`config.mk`:
```
export PLATFORM = sky130hd
export DESIGN_NAME = asid_tlb
export DESIGN_NICKNAME = d
export VERILOG_FILES = /design/src/rtl/tlb_pkg.sv /design/src/rtl/tlb_match.sv /design/src/rtl/tlb_clock_repl.sv /design/src/rtl/tlb_slot_array.sv /design/src/rtl/asid_tlb.sv
export SDC_FILE = /design/constraint.sdc
export NUM_CORES = 1
export LEC_CHECK = 0
export BUFFER_PORTS_ARGS = -buffer_cell sky130_fd_sc_hd__buf_2
export CELL_PAD_IN_SITES_DETAIL_PLACEMENT = 1
export CELL_PAD_IN_SITES_GLOBAL_PLACEMENT = 1
export CORE_MARGIN = 2
export CORE_UTILIZATION = 41
export DETAILED_ROUTE_END_ITERATION = 6
export GPL_ROUTABILITY_DRIVEN = 0
export MAX_ROUTING_LAYER = met4
export PLACE_DENSITY = 0.74
export RECOVER_POWER = 100
export SLEW_MARGIN = 25
export SYNTH_ARGS = -nofsm -noshare
export SYNTH_HDL_FRONTEND = slang
export SYNTH_SLANG_ARGS = --single-unit
```
`constraint.sdc`:
```
create_clock -name clk -period 2.8 [get_ports clk]
set_input_delay 0.14 -clock clk [delete_from_list [all_inputs] [get_ports clk]]
set_output_delay 0.14 -clock clk [all_outputs]
set_load 0.1 [all_outputs]
```
`src/rtl/tlb_pkg.sv`:
```
// Shared definitions for the translation buffer.
// Assumes: the invalidate kinds are encoded in two bits.
package tlb_pkg;
    typedef enum logic [1:0] {
        INV_NONE      = 2'd0,
        INV_ALL       = 2'd1,
        INV_NONGLOBAL = 2'd2,
        INV_BY_ASID   = 2'd3
    } inv_kind_e;
endpackage

```
`src/rtl/tlb_match.sv`:
```
// Parallel tag compare for all slots, plus a priority mux for the frame number.
// Assumes: the slot state is held elsewhere. If several slots match,
// the lowest-numbered one wins.
module tlb_match #(
    parameter int N      = 4,
    parameter int VPN_W  = 20,
    parameter int PFN_W  = 20,
    parameter int ASID_W = 12
) (
    input  logic                        look,
    input  logic [VPN_W-1:0]            look_vpn,
    input  logic [ASID_W-1:0]           look_asid,
    input  logic [N-1:0]                slot_valid,
    input  logic [N-1:0]                slot_global,
    input  logic [N-1:0][ASID_W-1:0]    slot_asid,
    input  logic [N-1:0][VPN_W-1:0]     slot_vpn,
    input  logic [N-1:0][PFN_W-1:0]     slot_pfn,
    output logic [N-1:0]                hit_vec,
    output logic                        hit,
    output logic [PFN_W-1:0]            hit_pfn
);
    // One comparator per slot.
    for (genvar g = 0; g < N; g++) begin : g_cmp
        assign hit_vec[g] = look && slot_valid[g] && (slot_vpn[g] == look_vpn)
                            && (slot_global[g] || (slot_asid[g] == look_asid));
    end

    // Pick the frame number of the lowest-numbered matching slot.
    always_comb begin
        hit     = 1'b0;
        hit_pfn = '0;
        for (int i = N - 1; i >= 0; i--) begin
            if (hit_vec[i]) begin
                hit     = 1'b1;
                hit_pfn = slot_pfn[i];
            end
        end
    end
endmodule

```
`src/rtl/tlb_clock_repl.sv`:
```
// Chooses the slot for a fill: the lowest empty slot if there is one,
// otherwise the slot picked by the clock hand using reference bits.
// Assumes: fill_go already excludes fills that an invalidate overrides.
module tlb_clock_repl #(
    parameter int N     = 4,
    parameter int IDX_W = 2
) (
    input  logic             clk,
    input  logic             rst_n,
    input  logic [N-1:0]     slot_valid,
    input  logic [N-1:0]     hit_vec,
    input  logic             fill_go,
    output logic [IDX_W-1:0] victim
);
    logic [N-1:0]     ref_q;
    logic [IDX_W-1:0] hand_q;
    logic             have_free;
    logic [IDX_W-1:0] free_idx;
    logic [IDX_W-1:0] scan_idx;
    logic [N-1:0]     sweep;
    logic             found;

    // Find the lowest-numbered empty slot.
    always_comb begin
        have_free = 1'b0;
        free_idx  = '0;
        for (int i = N - 1; i >= 0; i--) begin
            if (!slot_valid[i]) begin
                have_free = 1'b1;
                free_idx  = IDX_W'(i);
            end
        end
    end

    // Walk from the hand: passed set bits go into the sweep mask; stop at the first clear bit.
    always_comb begin
        found    = 1'b0;
        scan_idx = hand_q;
        sweep    = '0;
        for (int k = 0; k < N; k++) begin
            int pos;
            pos = int'(hand_q) + k;
            if (pos >= N) pos = pos - N;
            if (!found) begin
                if (!ref_q[pos]) begin
                    found    = 1'b1;
                    scan_idx = IDX_W'(pos);
                end else begin
                    sweep[pos] = 1'b1;
                end
            end
        end
        if (!found) scan_idx = hand_q;
    end

    assign victim = have_free ? free_idx : scan_idx;

    // Update the reference bits and the hand on fills and hits.
    always_ff @(posedge clk) begin
        if (!rst_n) begin
            ref_q  <= '0;
            hand_q <= '0;
        end else begin
            logic [N-1:0] nref;
            nref = ref_q;
            if (fill_go) begin
                if (!have_free) begin
                    nref   = nref & ~sweep;
                    hand_q <= (int'(scan_idx) == N - 1) ? '0 : scan_idx + 1'b1;
                end
                nref[victim] = 1'b1;
            end
            ref_q <= nref | hit_vec;
        end
    end
endmodule

```
`src/rtl/tlb_slot_array.sv`:
```
// Storage for the translation slots: applies invalidates and writes fills.
// Assumes: an invalidate and a fill never both act in one cycle,
// because the caller gates the fill.
module tlb_slot_array
    import tlb_pkg::*;
#(
    parameter int N      = 4,
    parameter int IDX_W  = 2,
    parameter int VPN_W  = 20,
    parameter int PFN_W  = 20,
    parameter int ASID_W = 12
) (
    input  logic                     clk,
    input  logic                     rst_n,
    input  inv_kind_e                inv_kind,
    input  logic [ASID_W-1:0]        inv_asid,
    input  logic                     fill_go,
    input  logic [IDX_W-1:0]         fill_idx,
    input  logic [VPN_W-1:0]         fill_vpn,
    input  logic [PFN_W-1:0]         fill_pfn,
    input  logic [ASID_W-1:0]        fill_asid,
    input  logic                     fill_global,
    output logic [N-1:0]             slot_valid,
    output logic [N-1:0]             slot_global,
    output logic [N-1:0][ASID_W-1:0] slot_asid,
    output logic [N-1:0][VPN_W-1:0]  slot_vpn,
    output logic [N-1:0][PFN_W-1:0]  slot_pfn
);
    // Apply the flush kind or the fill to the slot state.
    always_ff @(posedge clk) begin
        if (!rst_n) begin
            slot_valid  <= '0;
            slot_global <= '0;
            slot_asid   <= '0;
            slot_vpn    <= '0;
            slot_pfn    <= '0;
        end else begin
            case (inv_kind)
                INV_ALL:       slot_valid <= '0;
                INV_NONGLOBAL: slot_valid <= slot_valid & slot_global;
                INV_BY_ASID: begin
                    for (int i = 0; i < N; i++) begin
                        if (!slot_global[i] && (slot_asid[i] == inv_asid))
                            slot_valid[i] <= 1'b0;
                    end
                end
                default: begin
                    if (fill_go) begin
                        slot_valid[fill_idx]  <= 1'b1;
                        slot_global[fill_idx] <= fill_global;
                        slot_asid[fill_idx]   <= fill_asid;
                        slot_vpn[fill_idx]    <= fill_vpn;
                        slot_pfn[fill_idx]    <= fill_pfn;
                    end
                end
            endcase
        end
    end
endmodule

```
`src/rtl/asid_tlb.sv`:
```
// Top of the translation buffer. Lookups are combinational; fills and
// invalidates update state on the next clock edge.
// Assumes: pages are 2**OFF_W bytes, and an invalidate overrides a fill in the same cycle.
module asid_tlb
    import tlb_pkg::*;
#(
    parameter int ENTRIES = 4,
    parameter int VA_W    = 32,
    parameter int PA_W    = 32,
    parameter int OFF_W   = 12,
    parameter int ASID_W  = 12
) (
    input  logic              clk,
    input  logic              rst_n,
    input  logic              lk_valid,
    input  logic [VA_W-1:0]   lk_vaddr,
    input  logic [ASID_W-1:0] lk_asid,
    output logic              lk_hit,
    output logic [PA_W-1:0]   lk_paddr,
    input  logic              fl_en,
    input  logic [VA_W-OFF_W-1:0] fl_vpn,
    input  logic [PA_W-OFF_W-1:0] fl_pfn,
    input  logic [ASID_W-1:0] fl_asid,
    input  logic              fl_global,
    input  logic [1:0]        inv_op,
    input  logic [ASID_W-1:0] inv_asid
);
    localparam int VPN_W = VA_W - OFF_W;
    localparam int PFN_W = PA_W - OFF_W;
    localparam int IDX_W = (ENTRIES > 1) ? $clog2(ENTRIES) : 1;

    inv_kind_e                      inv_kind;
    logic                           fill_go;
    logic [IDX_W-1:0]               victim;
    logic [ENTRIES-1:0]             slot_valid;
    logic [ENTRIES-1:0]             slot_global;
    logic [ENTRIES-1:0][ASID_W-1:0] slot_asid;
    logic [ENTRIES-1:0][VPN_W-1:0]  slot_vpn;
    logic [ENTRIES-1:0][PFN_W-1:0]  slot_pfn;
    logic [ENTRIES-1:0]             hit_vec;
    logic                           hit;
    logic [PFN_W-1:0]               hit_pfn;

    assign inv_kind = inv_kind_e'(inv_op);
    assign fill_go  = fl_en && (inv_kind == INV_NONE);

    tlb_match #(.N(ENTRIES), .VPN_W(VPN_W), .PFN_W(PFN_W), .ASID_W(ASID_W)) u_match (
        .look       (lk_valid),
        .look_vpn   (lk_vaddr[VA_W-1:OFF_W]),
        .look_asid  (lk_asid),
        .slot_valid (slot_valid),
        .slot_global(slot_global),
        .slot_asid  (slot_asid),
        .slot_vpn   (slot_vpn),
        .slot_pfn   (slot_pfn),
        .hit_vec    (hit_vec),
        .hit        (hit),
        .hit_pfn    (hit_pfn)
    );

    tlb_clock_repl #(.N(ENTRIES), .IDX_W(IDX_W)) u_repl (
        .clk       (clk),
        .rst_n     (rst_n),
        .slot_valid(slot_valid),
        .hit_vec   (hit_vec),
        .fill_go   (fill_go),
        .victim    (victim)
    );

    tlb_slot_array #(.N(ENTRIES), .IDX_W(IDX_W), .VPN_W(VPN_W), .PFN_W(PFN_W),
                     .ASID_W(ASID_W)) u_slots (
        .clk        (clk),
        .rst_n      (rst_n),
        .inv_kind   (inv_kind),
        .inv_asid   (inv_asid),
        .fill_go    (fill_go),
        .fill_idx   (victim),
        .fill_vpn   (fl_vpn),
        .fill_pfn   (fl_pfn),
        .fill_asid  (fl_asid),
        .fill_global(fl_global),
        .slot_valid (slot_valid),
        .slot_global(slot_global),
        .slot_asid  (slot_asid),
        .slot_vpn   (slot_vpn),
        .slot_pfn   (slot_pfn)
    );

    // Form the physical address: frame number over the untouched offset, zero on a miss.
    assign lk_hit   = hit;
    assign lk_paddr = hit ? {hit_pfn, lk_vaddr[OFF_W-1:0]} : '0;
endmodule

```
==> results of run 1 <==
-- worst min-delay path, stage by stage --
cell and delay (ps):
buf_2 80, nand2_1 140, mux2i_1 150
-- report_power, final --
part	total [mW]	switching [mW]	internal [mW]	leakage, nW
Combinational	0.694	0.417	0.277	5.67
Sequential	3.22	0.0342	3.19	1.80
Clock	3.63	1.51	2.12	0.413
Total	7.55	1.97	5.58	7.88
-- per-layer routing --
metal	global-route usage [%]	vias up	share of wire, %
met5	-	-	0
met4	7.417	0	6.4
met3	3.067	255	7.2
met2	45.71	686	48
met1	31.65	5631	38
li1	-	4797	-
-- stage by stage --
stage | instance area (um2) | hold slack [ps] | utilization, % | std cells
CTS | 15500 | 2.883 | 55.78 | 1843
detailed placement | 13630 | 449.9 | 49.06 | 1741
global route | 16650 | 21.99 | 59.94 | 1895
finish | 16650 | 11.66 | 59.94 | 1895
global placement | 13630 | 440.9 | 49.06 | 1741
floorplan | 11740 | 343.5 | - | 1246
-- synth_stat cells (all sizes together), types with 5 or more instances --
library cell,number
a21o,7
a21oi,12
a22oi,20
a31oi,8
buf,27
clkbuf,53
dfxtp,222
ha,8
inv,7
mux2i,237
nand2,293
nand4,16
nor2,5
nor2b,14
nor3,12
nor4,34
nor4b,21
o21ai,5
o21bai,20
xnor2,35
xor2,142
-- final cells by class --
| cell class | instances | area (um2) |
|---|---|---|
| Fill cell | 2971 | 11130 |
| Timing Repair Buffer | 304 | 3278 |
| Multi-Input combinational cell | 937 | 7532 |
| Clock inverter | 13 | 177.7 |
| Sequential cell | 222 | 4461 |
| Antenna cell | 2 | 5.005 |
| Tap cell | 378 | 473.0 |
| Inverter | 7 | 32.53 |
| Clock buffer | 32 | 691.9 |
-- registers in the layout (all words and copies together), names as in the netlist --
name and cells:
u_repl.hand_q 2, u_repl.ref_q 4, u_slots.slot_asid 48, u_slots.slot_global 4
u_slots.slot_pfn 80, u_slots.slot_valid 4, u_slots.slot_vpn 80
-- kinds of logic (layout without fill, tap and decap cells) --
logic type | count (synthesis) | count (layout) | synth area share (%)
AND/OR/NAND/NOR | 417 | 417 | 16.50
multiplexers | 242 | 242 | 21.35
flip-flops | 222 | 222 | 38.35
XOR/XNOR | 177 | 177 | 13.38
AO/OA/AOI/OAI | 93 | 93 | 5.809
buffers and inverters | 87 | 356 | 3.747
adder cells (fa/ha/maj) | 8 | 8 | 0.8639
other | 0 | 2 | 0
-- cells in the final DEF (no fill, tap or decap), drive strengths merged, types with 7 or more instances in the layout --
cell / instances
nor4: 34
nand2: 293
mux2i: 237
a21oi: 12
a22oi: 20
o21bai: 20
dfxtp: 222
nor2b: 14
nor4b: 21
dlygate4sd3: 46
a21o: 7
buf: 240
nand4: 16
nor3: 12
clkbuf: 50
ha: 8
xnor2: 35
xor2: 142
a31oi: 8
-- repair_timing --
action / CTS / global route
hold buffers: 46 / 0
cloned: 4 / 21
pin swaps: 27 / 51
hold endpoints to repair: 154 / 0
setup endpoints to repair: 97 / 196
setup buffers: 7 / 29
resized for setup: 80 / 102
-- final timing paths --
kind                                           start                    to
worst max-delay path            u_slots.slot_vpn[68]          lk_paddr[24]
worst min-delay path                       fl_vpn[2]  u_slots.slot_vpn[62]
worst max register to register      u_repl.hand_q[0]  u_slots.slot_pfn[59]
worst min register to register  u_slots.slot_pfn[73]  u_slots.slot_pfn[73]
==> impl_metrics.csv, run 1 <==
group,metric,value,unit
clock_tree,cts_sinks,222,
layout,drive_above_1_share,27.52,%
logic_synthesis,synth_area_per_cell,9.300,um2
setup_path,cp.required,2660,ps
drt,vias,11370,
clock_tree,htree_levels,1,
power,powerDensity,453.3,nW/um2
grt,grt_pass1_wl,58.82,mm
placed_design,place_ws,-100.9,ps
setup_path,critPathLaunchType,"register",
drt,ant_nets,0,
logic_synthesis,synth_edf_count,0,
placed_design,io_buffer_count,147,
timing,final.setup.worst_slack,-575.0,ps
layout,area_delta_synth_final,43.70,%
setup_path,rrSetupSlack,-450,ps
logic_synthesis,syn_inst,1246,
grt,antenna_found_initial,1,
setup_path,critPathMaxFanout,5,
power,vdd_ir_drop_max,442.8,uV
timing,rsz0062_at_grt,"yes",
timing,drv_slew,0,
power,p_leak,7.880,nW
setup_path,rr_worst_depth,13,
logic_synthesis,synth.area.top_cells,"dfxtp_1 (38%), mux2i_1 (20%), xor2_1 (11%)",
setup_path,worstSetupPathType,"reg -> out",
clock_tree,cts_tree,"built",
timing,fmax,296.3,MHz
logic_synthesis,yosys.area.top_type,"dfxtp_1",
worst_hold_path,hold_path.class,"in -> reg",
setup_path,crit_slowest_cell,"dfxtp_2",
floorplanning,start_util,41.71,%
grt,track_usage,26.08,%
setup_path,path_common_cell,"buf_12",
logic_synthesis,synth-main-ff-cell,"dfxtp_1",
logic_synthesis,async_reset_ff_share,0,%
layout,nNetsFinal,1620,
logic_synthesis,ys_seq_elements,222,
setup_path,path_buf_inv,4,
run,maxCapViolations,0,
timing,finalHoldViolCount,0,
drt,finalWirelength,53.01,mm
setup_path,slowest_delay,350,ps
logic_synthesis,synth_cell_types,53,
clock_tree,cts_buffers,25,
timing,period_minus_slack,3375,ps
setup_path,crit_chain,"xor2_2 > nor4_4 > buf_4 > nand4_1 > buf_6 > buf_12 > nor4b_4 > mux2i_1 > a22oi_2 > buf_12",
setup_path,arrival,3240,ps
timing,worst_pin_slew,788.6,ps
clock_tree,clk_latency,540,ps
clock_tree,clkTransAtPathRegs,70,ps
logic_synthesis,synth_top_cell_area_share,38.35,%
status,violations,"negative setup slack",
timing,slew-limit-headroom,46.07,%
logic_synthesis,synth_fp_nets,1369,
timing,tns,-39120,ps
clock_tree,root_buffer,"clkbuf_16",
setup_path,path_delay_family,"simple AND/OR/NAND/NOR gates",
clock_tree,cts_buffer_depth,3,
grt,grt_max_degree,103,
logic_synthesis,seq_area_frac_synth,38.35,%
logic_synthesis,ys_warn_count,0,
floorplanning,core-area,27780,um2
power,finalPower,7.547,mW
floorplanning,die_x,172.1,um
floorplanning,dieArea,29620,um2
setup_path,cp.depth,10,
drt,drc,0,
timing,skew,22.20,ps
floorplanning,die_y,172.1,um
grt,overflow,0,
grt,grt_pass1_vias,10730,
placed_design,place_hpwl,24.63,mm
drt,via_per_inst,5.999,
logic_synthesis,syn_area,11590,um2
floorplanning,num_rows,61,
timing,setup_viol,249,
drt,drt_iter0_markers,946,
floorplanning,boundaryPins,148,
setup_path,cp-end-kind,"primary output",
drt,avgRoutedWirePerCell,27.97,um
worst_hold_path,hold-path-cell-count,3,
status,status,"finished, violations left",
timing,timing.final.crit_share,120.5,%
drt,detail_route.first_pass.iterations,7,
No activity file was read; power rests on OpenSTA's default activity.
==> run 2, diff against run 1 <==
--- a/config.mk
+++ b/config.mk
@@ -13,4 +13,5 @@
 export DETAILED_ROUTE_END_ITERATION = 6
 export GPL_ROUTABILITY_DRIVEN = 0
+export GPL_TIMING_DRIVEN = 0
 export MAX_ROUTING_LAYER = met4
 export PLACE_DENSITY = 0.74
==> constraint.sdc (replaced) <==
create_clock -name clk -period 2.8 [get_ports clk]
set_input_delay 0.14 -clock clk [delete_from_list [all_inputs] [get_ports clk]]
set_output_delay 0.14 -clock clk [all_outputs]
set_load 0.005 [all_outputs]
==> impl_metrics.csv, run 2 (synthesis results as in run 1) <==
group,metric,value,unit
drt,via_per_inst,5.630,
timing,rsz0062_at_grt,"yes",
timing,fmax,332.4,MHz
status,status,"finished, violations left",
floorplanning,boundaryPins,148,
layout,drive_above_1_share,25.48,%
layout,antennaDiodeCount,0,
timing,period_minus_slack,3008,ps
drt,avgRoutedWirePerCell,23.90,um
timing,timing.final.crit_share,107.4,%
setup_path,cp-end-kind,"register",
grt,grt_pass1_wl,65.97,mm
clock_tree,cts_buffer_depth,3,
worst_hold_path,hold_path_end,"u_slots.slot_pfn[37]",
clock_tree,cts_buffers,25,
clock_tree,clkTransAtPathRegs,60,ps
timing,final.setup.worst_slack,-208.3,ps
drt,drc,0,
power,powerDensity,445.8,nW/um2
timing,setup_viol,241,
setup_path,critPathLaunchType,"register",
grt,grt_pass1_vias,11180,
clock_tree,clk_latency,530,ps
layout,area_delta_synth_final,35.40,%
timing,worst_pin_slew,914.1,ps
drt,ant_nets,0,
power,p_comb_share,9.8,%
timing,skew,6.802,ps
worst_hold_path,hold_path.class,"in -> reg",
layout,reg_top3,"u_slots.slot_pfn (80), u_slots.slot_vpn (80), u_slots.slot_asid (48)",
setup_path,worstSetupPathType,"reg -> reg",
layout,nNetsFinal,1633,
floorplanning,core-area,27780,um2
power,p_sw_share,25.50,%
setup_path,r2r-end,"u_slots.slot_pfn[26]",
drt,vias,10680,
floorplanning,die_x,172.1,um
setup_path,rrSetupSlack,-210,ps
power,finalPower,6.995,mW
worst_hold_path,hp-start,"fl_pfn[17]",
status,violations,"negative setup slack",
grt,antenna_found_initial,0,
setup_path,arrival,3420,ps
setup_path,rr_worst_depth,11,
floorplanning,num_rows,61,
power,intPower,5.211,mW
power,p_switching,1.784,mW
power,clock_power_share,44.2,%
timing,drv_slew,0,
layout,final_core_util,56.47,%
grt,track_usage,30.14,%
layout,layout_commonest_cell,"nand2_1",
timing,slew-limit-headroom,39.06,%
clock_tree,htree_levels,1,
floorplanning,start_util,41.71,%
placed_design,io_buffer_count,139,
clock_tree,cts_sinks,222,
setup_path,reg2reg_from,"u_repl.hand_q[0]",
drt,detail_route.first_pass.iterations,5,
floorplanning,dieArea,29620,um2
drt,drt_iter0_markers,601,
worst_hold_path,hold-path-cell-count,3,
drt,finalWirelength,45.33,mm
placed_design,placed_cells,1763,
grt,grt_max_degree,12,
layout,mostFrequentLayoutCells,"nand2_1 (292), mux2i_1 (225), dfxtp_1 (203), xor2_1 (138), buf_2 (138)",
clock_tree,root_buffer,"clkbuf_16",
layout,fin_cells,1897,
placed_design,place_hpwl,28.24,mm
power,p_leak,7.445,nW
power,seq_power_share,46.0,%
power,vdd_ir_drop_max,353.5,uV
setup_path,critPathMaxFanout,7,
setup_path,cp.required,3210,ps
run,maxCapViolations,0,
clock_tree,cts_tree,"built",
grt,overflow,0,
layout,n_fill_cell,3163,
floorplanning,die_y,172.1,um
timing,finalHoldViolCount,0,
run 2: cell types whose count changed in the layout (fill, tap and decap cells not counted), moves of 5 or more:
cell	before	now
clkbuf_1	3	43
clkbuf_8	5	10
nor4_2	12	18
a22oi_1	0	12
nor4_1	21	13
buf_2	113	138
dfxtp_1	211	203
dfxtp_2	10	15
nor2b_4	12	1
nor2b_1	2	12
a22oi_2	20	8
clkbuf_16	40	31
buf_8	2	9
buf_12	60	9
run 2: area by class of cell:
cell class	instances	area [um2]	area share, %
timing repair buffer	239	1754	11.18
buffer	78	706.9	4.506
multi-input combinational	937	7527	47.98
sequential	222	4478	28.54
inverter	7	33.78	0.2153
tap	378	473.0	3.015
clock buffer	33	675.6	4.307
clock inverter	3	40.04	0.2552
run 2: power by group through the flow:
stage               sequential (mW)  clock (mW)  combinational (mW)
floorplan                      3.28           0               0.291
global placement               3.29           0               0.542
detailed placement             3.29           0               0.553
CTS                            3.22        3.09               0.657
global route                   3.22        3.24               0.727
finish                         3.22        3.09               0.687
run 2: how the worst max path moves through the flow:
| stage | start | to | slack (ps) | cells past startpoint |
|---|---|---|---|---|
| 6_report | u_repl.hand_q[0] | u_slots.slot_pfn[26] | -210 | 11 |
| 4_1_cts | u_repl.hand_q[0] | u_slots.slot_pfn[0] | -70 | 12 |
| 2_1_floorplan | u_repl.hand_q[0] | u_slots.slot_vpn[10] | -80 | 11 |
| 3_5_place_dp | u_repl.hand_q[0] | u_slots.slot_vpn[30] | -650 | 10 |
| 5_1_grt | u_repl.hand_q[0] | u_slots.slot_pfn[26] | -260 | 12 |
| 3_3_place_gp | u_repl.hand_q[0] | u_slots.slot_vpn[30] | -670 | 10 |
run 2: layer usage:
layer / part of all wire, % / vias to the layer above / track usage (%)
met4: 3.8 / 0 / 13.30
met3: 5.6 / 110 / 3.479
met1: 42 / 5389 / 36.70
met5: 0 / - / -
met2: 49 / 385 / 50.50
li1: - / 4797 / -
run 2: repair_timing:
item / CTS / global route
hold buffers: 46 / 0
hold endpoints to repair: 159 / 0
endpoints found under the setup margin: 249 / 245
pin swaps: 33 / 29
cloned: 9 / 4
setup buffers: 31 / 11
gates resized for setup: 190 / 68
run 2: through the flow:
step	setup slack, ps	hold WS, ps	cell area, um2	setup TNS (ps)
2_1_floorplan	-79.77	343.5	11640	-3988
3_3_place_gp	-668.7	440.1	12800	-105320
3_5_place_dp	-648.3	449.8	12800	-111300
4_1_cts	-74.43	1.563	15260	-5258
5_1_grt	-261.2	26.76	15690	-37710
6_report	-208.3	19.28	15690	-17910
run 2: worst max-delay path, cell delays in order (launching register included):
cell	delay, ps
dfxtp_4	370
buf_8	100
clkinvlp_4	90
ha_4	300
mux4_2	330
nand2b_4	180
mux2i_4	200
o21ai_2	200
buf_4	150
or4b_4	580
buf_12	200
mux2i_4	190
==> run 3, diff against run 2 <==
- CELL_PAD_IN_SITES_DETAIL_PLACEMENT: 1 -> 0
- CELL_PAD_IN_SITES_GLOBAL_PLACEMENT: 1 -> 2
- CORE_UTILIZATION: 41 -> 33
- TNS_END_PERCENT: not set -> 20
==> impl_metrics.csv, run 3 (synthesis results as in run 1) <==
group,metric,value,unit
status,status,"finished, violations left",
status,violations,"negative hold slack, negative setup slack",
power,p_switching,1.838,mW
floorplanning,start_util,33.54,%
layout,fin_cells,1982,
drt,via_per_inst,4.924,
grt,grtUsageMet1,29.82,%
clock_tree,clkTransAtPathRegs,60,ps
timing,setup_viol,195,
power,p_comb_share,8.9,%
layout,nNetsFinal,1630,
power,finalPower,7.559,mW
setup_path,cp.required,3210,ps
power,p_leak,7.446,nW
timing,drv_slew,0,
placed_design,place_hpwl,28.47,mm
setup_path,crit_chain,"buf_8 > clkinvlp_4 > ha_4 > mux4_2 > buf_6 > and4_4 > a21o_1 > a211oi_4 > buf_4 > o211ai_1 > buf_6 > buf_6 > mux2i_1",
drt,vias,9759,
grt,antenna_found_initial,0,
floorplanning,die_x,191.4,um
floorplanning,num_rows,68,
layout,reg_top3,"u_slots.slot_pfn (80), u_slots.slot_vpn (80), u_slots.slot_asid (48)",
floorplanning,die_y,191.4,um
drt,ant_nets,0,
clock_tree,cts_sinks,222,
clock_tree,cts_tree,"built",
run,maxCapViolations,0,
power,seq_power_share,42.5,%
floorplanning,boundaryPins,148,
clock_tree,root_buffer,"clkbuf_16",
grt,overflow,0,
timing,period_minus_slack,2937,ps
layout,area_delta_synth_final,37.57,%
timing,slew-limit-headroom,44.92,%
grt,grt_pass1_wl,60.66,mm
setup_path,arrival,3350,ps
setup_path,critPathMaxFanout,10,
timing,tns,-14270,ps
layout,antennaDiodeCount,0,
timing,rsz0062_at_grt,"yes",
drt,detail_route.first_pass.iterations,4,
layout,n_fill_cell,3370,
grt,gr-usage-met2,37.13,%
clock_tree,cts_buffers,26,
power,powerDensity,474.2,nW/um2
grt,grt_pass1_vias,9982,
floorplanning,dieArea,36630,um2
setup_path,crit_slowest_cell,"dfxtp_4",
timing,finalHoldViolCount,1,
placed_design,placed_cells,1840,
clock_tree,htree_levels,1,
timing,final.setup.worst_slack,-137.3,ps
clock_tree,cts_buffer_depth,3,
power,clock_power_share,48.6,%
drt,drt_iter0_markers,455,
layout,layout_commonest_cell,"nand2_1",
setup_path,slowest_delay,360,ps
setup_path,path_common_cell,"buf_6",
setup_path,rrSetupSlack,-140,ps
power,p_sw_share,24.31,%
grt,track_usage,22.47,%
power,intPower,5.722,mW
setup_path,critPathLaunchType,"register",
drt,drc,0,
grt,top_usage_layer,"met2",
grt,grtUsageMet3,2.221,%
floorplanning,core-area,34540,um2
timing,worst_pin_slew,826.2,ps
clock_tree,clk_latency,540,ps
timing,skew,18.72,ps
placed_design,io_buffer_count,139,
setup_path,worstSetupPathType,"reg -> reg",
timing,timing.final.crit_share,104.9,%
layout,mostFrequentLayoutCells,"nand2_1 (292), mux2i_1 (232), dfxtp_1 (194), buf_2 (139), xor2_1 (133)",
setup_path,cp-end-kind,"register",
worst_hold_path,hold_path.class,"in -> reg",
drt,finalWirelength,40.27,mm
timing,fmax,340.4,MHz
layout,drive_above_1_share,25.80,%
timing,holdWs,-0.3306,ps
grt,grt_max_degree,13,
power,vdd_ir_drop_max,422.1,uV
drt,avgRoutedWirePerCell,20.32,um
placed_design,place_ws,-845.9,ps
[run 3: power by group through the flow]
stage / Clock (mW) / Combinational (mW) / Sequential [mW]
after global routing: 3.87 / 0.725 / 3.22
after detailed placement: 0 / 0.562 / 3.29
after global placement: 0 / 0.562 / 3.29
after floorplan: 0 / 0.291 / 3.28
final: 3.67 / 0.672 / 3.22
after CTS: 3.73 / 0.654 / 3.22
[run 3: area by class of cell]
cell class,instances,area [um2],share of cell area [%]
Multi-Input combinational cell,937,7471,46.87
Sequential cell,222,4489,28.16
Timing Repair Buffer,233,1634,10.25
Buffer,80,822.0,5.157
Clock buffer,38,767.0,4.812
Tap cell,455,569.3,3.571
Clock inverter,10,153.9,0.9655
Inverter,7,33.78,0.2119
[run 3: routing by layer]
metal  up-vias  routed length [um]
met2       163               19300
met1      4745               19010
li1       4811                   -
met5         -                   0
met4         0                 691
met3        40                1268
[run 3: critical path: cells and delay by family (launching register included)]
kind,cells,cell delay [ps]
compound gates,3,600
flops,1,360
fa+ha+maj,1,290
simple gates,1,170
mux,2,480
buf+inv,6,900
[run 3: path summary, 6_finish.rpt]
| kind | endpoint | start | cells past startpoint |
|---|---|---|---|
| worst min register to register | u_slots.slot_pfn[11] | u_slots.slot_pfn[11] | 2 |
| worst max register to register | u_slots.slot_vpn[46] | u_repl.hand_q[0] | 13 |
| worst min-delay path | u_slots.slot_asid[24] | fl_asid[0] | 3 |
| worst max-delay path | u_slots.slot_vpn[46] | u_repl.hand_q[0] | 13 |
[run 3: what timing repair did]
action | CTS | global route
hold endpoints to repair | 182 | 0
hold buffers | 49 | 0
cloned | 4 | 4
buffers inserted | 29 | 9
gates resized for setup | 187 | 96
pin swaps | 35 | 39
setup endpoints to repair | 250 | 237
[run 3: metrics by stage]
step	cell area (um2)	utilization, %
after floorplan	11610	-
after global placement	12880	37.28
after detailed placement	12880	37.28
after CTS	15360	44.48
after global routing	15940	46.15
final	15940	46.15
